===== src/rtl/csio_pkg.sv =====
package csio_pkg;
  localparam int unsigned REG_AW = 2;

  typedef enum logic [REG_AW-1:0] {
    REG_TXBUF = 2'd0,
    REG_RXBUF = 2'd1,
    REG_BAUD  = 2'd2,
    REG_STAT  = 2'd3
  } csio_reg_e;
endpackage


===== src/rtl/csio_clkgen.sv =====
module csio_clkgen #(
  parameter int unsigned BAUD_W = 8,
  parameter int unsigned SYNC_N = 2
) (
  input  logic              clk_i,
  input  logic              rst_ni,
  input  logic              ext_sel_i,
  input  logic              pol_i,
  input  logic              active_i,
  input  logic [BAUD_W-1:0] baud_i,
  input  logic              sclk_i,
  output logic              lead_o,
  output logic              trail_o,
  output logic              sclk_o,
  output logic              ext_idle_o
);
  logic              idle_lvl;
  logic [BAUD_W-1:0] div_q;
  logic              sclk_q;
  logic [SYNC_N:0]   sync_q;
  logic              int_tick, ext_rise, ext_fall, ext_lvl;

  assign idle_lvl = ~pol_i;

  always_ff @(posedge clk_i or negedge rst_ni) begin
    if (!rst_ni) begin
      div_q  <= '0;
      sclk_q <= 1'b1;
      sync_q <= '0;
    end else begin
      sync_q <= {sync_q[SYNC_N-1:0], sclk_i};
      if (!active_i || ext_sel_i) begin
        div_q  <= '0;
        sclk_q <= idle_lvl;
      end else if (div_q == baud_i) begin
        div_q  <= '0;
        sclk_q <= ~sclk_q;
      end else begin
        div_q <= div_q + 1'b1;
      end
    end
  end

  assign int_tick = active_i && !ext_sel_i && (div_q == baud_i);
  assign ext_lvl  = sync_q[SYNC_N-1];
  assign ext_rise = ext_lvl & ~sync_q[SYNC_N];
  assign ext_fall = ~ext_lvl & sync_q[SYNC_N];

  // leading edge leaves the idle level and changes data; trailing edge samples
  assign lead_o  = (int_tick && (sclk_q == idle_lvl)) ||
                   (active_i && ext_sel_i && (pol_i ? ext_rise : ext_fall));
  assign trail_o = (int_tick && (sclk_q != idle_lvl)) ||
                   (active_i && ext_sel_i && (pol_i ? ext_fall : ext_rise));

  assign sclk_o     = ext_sel_i ? idle_lvl : sclk_q;
  assign ext_idle_o = (ext_lvl == idle_lvl);
endmodule


===== src/rtl/csio_shift.sv =====
module csio_shift #(
  parameter int unsigned DATA_W = 8
) (
  input  logic              clk_i,
  input  logic              rst_ni,
  input  logic              start_i,
  input  logic [DATA_W-1:0] load_i,
  input  logic              lead_i,
  input  logic              trail_i,
  input  logic              rxd_i,
  output logic              busy_o,
  output logic              txd_o,
  output logic [DATA_W-1:0] word_o,
  output logic              near_end_o,
  output logic              done_o
);
  localparam int unsigned CW = $clog2(DATA_W);

  logic [CW-1:0]     cnt_q;
  logic [DATA_W-1:0] tx_sh, rx_sh;
  logic              busy_q, txd_q, near_q, done_q;

  always_ff @(posedge clk_i or negedge rst_ni) begin
    if (!rst_ni) begin
      cnt_q  <= '0;
      tx_sh  <= '0;
      rx_sh  <= '0;
      busy_q <= 1'b0;
      txd_q  <= 1'b1;
      near_q <= 1'b0;
      done_q <= 1'b0;
    end else begin
      near_q <= 1'b0;
      done_q <= 1'b0;
      if (start_i) begin
        busy_q <= 1'b1;
        tx_sh  <= load_i;
        cnt_q  <= '0;
      end else if (busy_q) begin
        if (lead_i) begin
          txd_q <= tx_sh[0];
          tx_sh <= {1'b1, tx_sh[DATA_W-1:1]};
        end
        if (trail_i) begin
          rx_sh <= {rxd_i, rx_sh[DATA_W-1:1]};
          cnt_q <= cnt_q + 1'b1;
          if (cnt_q == CW'(DATA_W-2)) near_q <= 1'b1;
          if (cnt_q == CW'(DATA_W-1)) begin
            done_q <= 1'b1;
            busy_q <= 1'b0;
          end
        end
      end
    end
  end

  assign busy_o     = busy_q;
  assign txd_o      = txd_q;
  assign word_o     = rx_sh;
  assign near_end_o = near_q;
  assign done_o     = done_q;
endmodule


===== src/rtl/csio_rxbuf.sv =====
module csio_rxbuf #(
  parameter int unsigned DATA_W = 8
) (
  input  logic              clk_i,
  input  logic              rst_ni,
  input  logic              rx_en_i,
  input  logic              cont_i,
  input  logic              start_i,
  input  logic              near_end_i,
  input  logic              done_i,
  input  logic [DATA_W-1:0] word_i,
  input  logic              rd_i,
  output logic [DATA_W-1:0] buf_o,
  output logic              full_o,
  output logic              overrun_o,
  output logic              irq_o,
  output logic              rearm_o
);
  logic [DATA_W-1:0] buf_q;
  logic full_q, ovr_q, frame_ovr_q, irq_q, rearm_q;

  always_ff @(posedge clk_i or negedge rst_ni) begin
    if (!rst_ni) begin
      buf_q       <= '0;
      full_q      <= 1'b0;
      ovr_q       <= 1'b0;
      frame_ovr_q <= 1'b0;
      irq_q       <= 1'b0;
      rearm_q     <= 1'b0;
    end else begin
      irq_q <= 1'b0;
      if (start_i) begin
        frame_ovr_q <= 1'b0;
        rearm_q     <= 1'b0;
      end
      if (near_end_i && rx_en_i && full_q) begin
        ovr_q       <= 1'b1;
        frame_ovr_q <= 1'b1;
      end
      if (done_i && rx_en_i) begin
        buf_q  <= word_i;
        full_q <= 1'b1;
        irq_q  <= ~frame_ovr_q;
      end else if (rd_i) begin
        full_q <= 1'b0;
      end
      if (rd_i && cont_i) rearm_q <= 1'b1;
      if (!rx_en_i) ovr_q <= 1'b0;
    end
  end

  assign buf_o     = buf_q;
  assign full_o    = full_q;
  assign overrun_o = ovr_q;
  assign irq_o     = irq_q;
  assign rearm_o   = rearm_q;
endmodule


===== src/rtl/csio_top.sv =====
module csio_top
  import csio_pkg::*;
#(
  parameter int unsigned DATA_W = 8,
  parameter int unsigned BAUD_W = 8,
  parameter int unsigned SYNC_N = 2
) (
  input  logic              clk_i,
  input  logic              rst_ni,
  input  logic              tx_en_i,
  input  logic              rx_en_i,
  input  logic              cont_rx_i,
  input  logic              cts_en_i,
  input  logic              cts_ni,
  input  logic              ext_clk_sel_i,
  input  logic              clk_pol_i,
  input  logic              wr_en_i,
  input  logic              rd_en_i,
  input  logic [REG_AW-1:0] addr_i,
  input  logic [DATA_W-1:0] wdata_i,
  output logic [DATA_W-1:0] rdata_o,
  input  logic              sclk_i,
  output logic              sclk_o,
  output logic              txd_o,
  input  logic              rxd_i,
  output logic              rts_no,
  output logic              tx_empty_o,
  output logic              rx_done_o,
  output logic              overrun_o,
  output logic              rx_irq_o
);
  logic [DATA_W-1:0] tx_buf_q, rx_word, rx_buf;
  logic [BAUD_W-1:0] baud_q;
  logic tx_full_q, busy, start, lead, trail, ext_idle;
  logic near_end, done, rearm, rd_rx, cts_ok;

  assign cts_ok = !cts_en_i || !cts_ni;
  assign start  = !busy && tx_en_i && (tx_full_q || rearm) && cts_ok &&
                  (!ext_clk_sel_i || ext_idle);
  assign rd_rx  = rd_en_i && (addr_i == REG_RXBUF);

  always_ff @(posedge clk_i or negedge rst_ni) begin
    if (!rst_ni) begin
      tx_buf_q  <= '0;
      tx_full_q <= 1'b0;
      baud_q    <= '0;
    end else begin
      if (wr_en_i && addr_i == REG_TXBUF) begin
        tx_buf_q  <= wdata_i;
        tx_full_q <= 1'b1;
      end else if (start) begin
        tx_full_q <= 1'b0;
      end
      if (wr_en_i && addr_i == REG_BAUD) baud_q <= wdata_i[BAUD_W-1:0];
    end
  end

  always_comb begin
    case (addr_i)
      REG_TXBUF: rdata_o = tx_buf_q;
      REG_RXBUF: rdata_o = rx_buf;
      REG_BAUD:  rdata_o = DATA_W'(baud_q);
      REG_STAT:  rdata_o = DATA_W'({overrun_o, rx_done_o, ~tx_full_q});
      default:   rdata_o = '0;
    endcase
  end

  csio_clkgen #(.BAUD_W(BAUD_W), .SYNC_N(SYNC_N)) u_clk (
    .clk_i, .rst_ni,
    .ext_sel_i (ext_clk_sel_i),
    .pol_i     (clk_pol_i),
    .active_i  (busy),
    .baud_i    (baud_q),
    .sclk_i,
    .lead_o    (lead),
    .trail_o   (trail),
    .sclk_o,
    .ext_idle_o(ext_idle)
  );

  csio_shift #(.DATA_W(DATA_W)) u_sh (
    .clk_i, .rst_ni,
    .start_i   (start),
    .load_i    (tx_buf_q),
    .lead_i    (lead),
    .trail_i   (trail),
    .rxd_i,
    .busy_o    (busy),
    .txd_o,
    .word_o    (rx_word),
    .near_end_o(near_end),
    .done_o    (done)
  );

  csio_rxbuf #(.DATA_W(DATA_W)) u_rx (
    .clk_i, .rst_ni,
    .rx_en_i,
    .cont_i    (cont_rx_i),
    .start_i   (start),
    .near_end_i(near_end),
    .done_i    (done),
    .word_i    (rx_word),
    .rd_i      (rd_rx),
    .buf_o     (rx_buf),
    .full_o    (rx_done_o),
    .overrun_o,
    .irq_o     (rx_irq_o),
    .rearm_o   (rearm)
  );

  assign rts_no     = ~rx_en_i | busy;
  assign tx_empty_o = ~tx_full_q;
endmodule


===== config.mk =====
export PLATFORM = sky130hd
export DESIGN_NAME = csio_top
export DESIGN_NICKNAME = d
export VERILOG_FILES = /design/src/rtl/csio_pkg.sv /design/src/rtl/csio_clkgen.sv /design/src/rtl/csio_shift.sv /design/src/rtl/csio_rxbuf.sv /design/src/rtl/csio_top.sv
export SDC_FILE = /design/constraint.sdc
export NUM_CORES = 1
export LEC_CHECK = 0
export BUFFER_PORTS_ARGS = -buffer_cell sky130_fd_sc_hd__buf_2
export CELL_PAD_IN_SITES_DETAIL_PLACEMENT = 1
export CELL_PAD_IN_SITES_GLOBAL_PLACEMENT = 2
export CORE_ASPECT_RATIO = 1.4
export CORE_MARGIN = 2
export CORE_UTILIZATION = 30
export CTS_BUF_LIST = sky130_fd_sc_hd__clkbuf_4
export DETAILED_ROUTE_END_ITERATION = 7
export PLACE_DENSITY_LB_ADDON = 0.1
export SLEW_MARGIN = 20
export SYNTH_ARGS = -nofsm -noshare
export SYNTH_HDL_FRONTEND = slang
export SYNTH_SLANG_ARGS = --single-unit
export TNS_END_PERCENT = 20

===== constraint.sdc =====
create_clock -name clk_i -period 2.05 [get_ports clk_i]
set_input_delay 0.5125 -clock clk_i [delete_from_list [all_inputs] [get_ports clk_i]]
set_output_delay 0.5125 -clock clk_i [all_outputs]
set_load 0.05 [all_outputs]

==> impl_metrics.ini <==
[outcome]
status = finished clean

[timing]
finalCritPeriodShare_pct = 99.52
hold_viol = 0
tightest_slew_ns = 0.4249
fmax_mhz = 490.2
slew_headroom_pct = 71.61
rsz0062_at_grt = yes
fin_skew_ns = 0.01401
slew_violations = 0
layout_setup_ws_ns = 0.009883
finalSetupViolCount = 0
fin_crit_ns = 2.040

[yosys]
synthesis.nets = 256
yosysWarnings = 0
synthArstFlopShare_pct = 100.0
yosysTopAreaCell = dfrtp_1
synthTopCellsByCount = dfrtp_1 (63), mux2_2 (35), nand2_1 (17)
synth_area_mm2 = 0.003040
avgSynthCellArea_um2 = 13.28
ys_seq_area_share_pct = 53.58
synth.ff_latch_count = 65
synthTopCellsByArea = dfrtp_1 (52%), mux2_2 (13%), mux2_4 (5.9%)
synth-edff-count = 0
syn_inst = 229
synth_most_common_cell = dfrtp_1
synth_top_area_share_pct = 51.85
ys_types = 38
ys.flop_type = dfrtp_1

[worst_setup_path]
crit_path_start = u_rx.overrun_o$_DFFE_PN0P_
critPathSlowestCell = mux4_2
r2r-start = baud_q[1]$_DFFE_PN0P_
critPathCaptureType = output port
cp_max_fo = 2
slowest_delay_ns = 0.51
crit_required_ns = 1.54
startpoint_type = flip-flop
crit_arrival_ns = 1.53
critPathKind = reg2out
worstRegToRegCells = 7
path_cells = mux4_2 > buf_6

[clocking]
h-tree-depth = 3
cts_max_path_buffers = 2
cts_tree = built
cts_buffers = 9
cts_hold_buffers = 0
clkSinkCount = 65
clock_latency_ns = 0.41
cts-root-buf = clkbuf_4
clk_transition_reported_paths_ns = 0.11

[floorplanning]
initial_core_util_pct = 30.71
rows = 43
die_y_um = 123.1
die_w_um = 89.08
dieArea_mm2 = 0.01097
coreArea_mm2 = 0.009899
io-pin-count = 38

[routing]
via_count = 1965
wl_per_cell_um = 15.91
viasPerCell = 4.507
drt_wl_total_um = 6935
detail-route-antenna-nets = 0
dr.first_iter.drc_count = 51
drc_errors = 0
first_pass_iters = 4

[power]
leakage_nw = 1.768
finalPower_mw = 3.778
ir_worst_vdd_uv = 476.6
p_sw_share_pct = 33.23
p_sw_mw = 1.256
seq_power_share_pct = 48.2
p_comb_share_pct = 32.3
p_clk_share_pct = 19.5
p_int_mw = 2.522
p_per_area_mw_per_mm2 = 1003

[placed_design]
place_ws_ns = -0.08018
hpwl_um = 5153
gp_congestion = 0.7159
io_buffers = 37
post-place-cells = 412

[final_layout]
drive_above_1_share_pct = 45.51
area.growth.synth_to_final_pct = 23.83
antennaDiodeCount = 0
final_cells = 436
nets = 323

[grt]
antenna_found_initial = 0
track_usage_pct = 14.07
grt_max_degree = 66
grt_pass1_vias = 2163
overflow = 0
grt_pass1_wl_um = 11260

[hold_path]
hold_path.class = in2async

[run]
max_cap_viol_count = 0
[stage by stage]
stage	hold WS (ns)	instance area, um2	setup TNS [ns]	utilization (%)
final	0.09360	3765	0	38.03
after global routing	0.08809	3765	-0.5233	38.03
after floorplan	0.2169	3040	-0.9612	-
after global placement	0.3314	3532	-0.6838	35.68
after detailed placement	0.3362	3532	-1.033	35.68
after CTS	0.09271	3710	-0.02991	37.47
[worst max-delay path: cells and delay by family, from the launching register on]
family   cells  cell delay (ns)
flops        1             0.43
mux          1             0.51
buf+inv      1             0.17
[metal layers]
metal	routed length [um]	up-vias	GRT usage, %
li1	-	941	-
met4	118	0	6.716
met3	175	9	2.804
met2	3652	19	23.43
met1	2989	996	17.20
met5	0	-	0
[state kept, by name (all words and copies together) (netlist names)]
signal	flops
baud_q	8
tx_buf_q	8
tx_full_q	1
u_clk.div_q	8
u_clk.sclk_q	1
u_clk.sync_q	3
u_rx.buf_o	8
u_rx.frame_ovr_q	1
u_rx.full_o	1
u_rx.irq_o	1
u_rx.overrun_o	1
u_rx.rearm_o	1
u_sh.busy_o	1
u_sh.cnt_q	3
u_sh.done_o	1
u_sh.near_end_o	1
u_sh.tx_sh	8
u_sh.txd_o	1
u_sh.word_o	8
[cell type report]
cell class	instances	area, um2
clock buffer	12	90.09
clock inverter	4	20.02
fill	1109	6135
inverter	5	18.77
multi-input combinational	152	1375
sequential	65	1629
tap	135	168.9
timing repair buffer	63	462.9
[repair_timing]
| action | 4_1_cts | 5_1_grt |
|---|---|---|
| setup endpoints to repair | 10 | 23 |
| resized for setup | 8 | 7 |
| pin swaps | 1 | 6 |
| buffers inserted | 5 | 3 |
[logic make-up (layout without fill, tap and decap cells)]
logic type | Yosys count | in the layout | synth area share (%)
flip-flops | 65 | 65 | 53.58
adder cells (fa/ha/maj) | 4 | 4 | 1.646
AO/OA/AOI/OAI | 19 | 19 | 4.033
buffers and inverters | 12 | 84 | 2.181
multiplexers | 60 | 60 | 24.40
XOR/XNOR | 17 | 17 | 4.897
AND/OR/NAND/NOR | 52 | 52 | 9.259
[path summary, 6_finish.rpt]
kind,to,slack [ns]
max in group asynchronous,u_sh.txd_o$_DFFE_PN1P_,1.62
min reg2reg,u_clk.sync_q[1]$_DFF_PN0_,0.36
max reg2reg,u_sh.tx_sh[4]$_DFFE_PN0P_,0.08
min,u_clk.div_q[5]$_DFF_PN0_,0.09
min in group clk_i,u_clk.sync_q[0]$_DFF_PN0_,0.20
max,rdata_o[2],0.01
[layout by cell type, fill, tap and decap left out, types with 2 or more instances in the layout]
cell / instances
clkinv_1: 2
mux2i_1: 10
xnor2_2: 3
a21oi_1: 5
inv_1: 5
ha_1: 4
nand3b_1: 2
mux4_2: 3
nand4_1: 2
xnor2_1: 11
buf_2: 33
a32o_1: 2
dfstp_2: 2
buf_4: 21
nand3_1: 3
mux2_2: 35
and3_1: 2
mux2_4: 12
nand2b_1: 2
nor2_1: 13
nor2b_1: 4
clkbuf_4: 12
dfrtp_1: 63
nand2_1: 17
buf_6: 4
buf_12: 4
o21ai_1: 7
xor2_1: 3
[power groups by stage]
stage	logic, mW	registers (mW)	clock network (mW)
after floorplan	0.854	1.80	0
after global placement	1.14	1.86	0
after detailed placement	1.16	1.86	0
after CTS	1.22	1.83	0.777
after global routing	1.34	1.88	0.830
final	1.22	1.82	0.737
(Power assumes the default switching activity.)
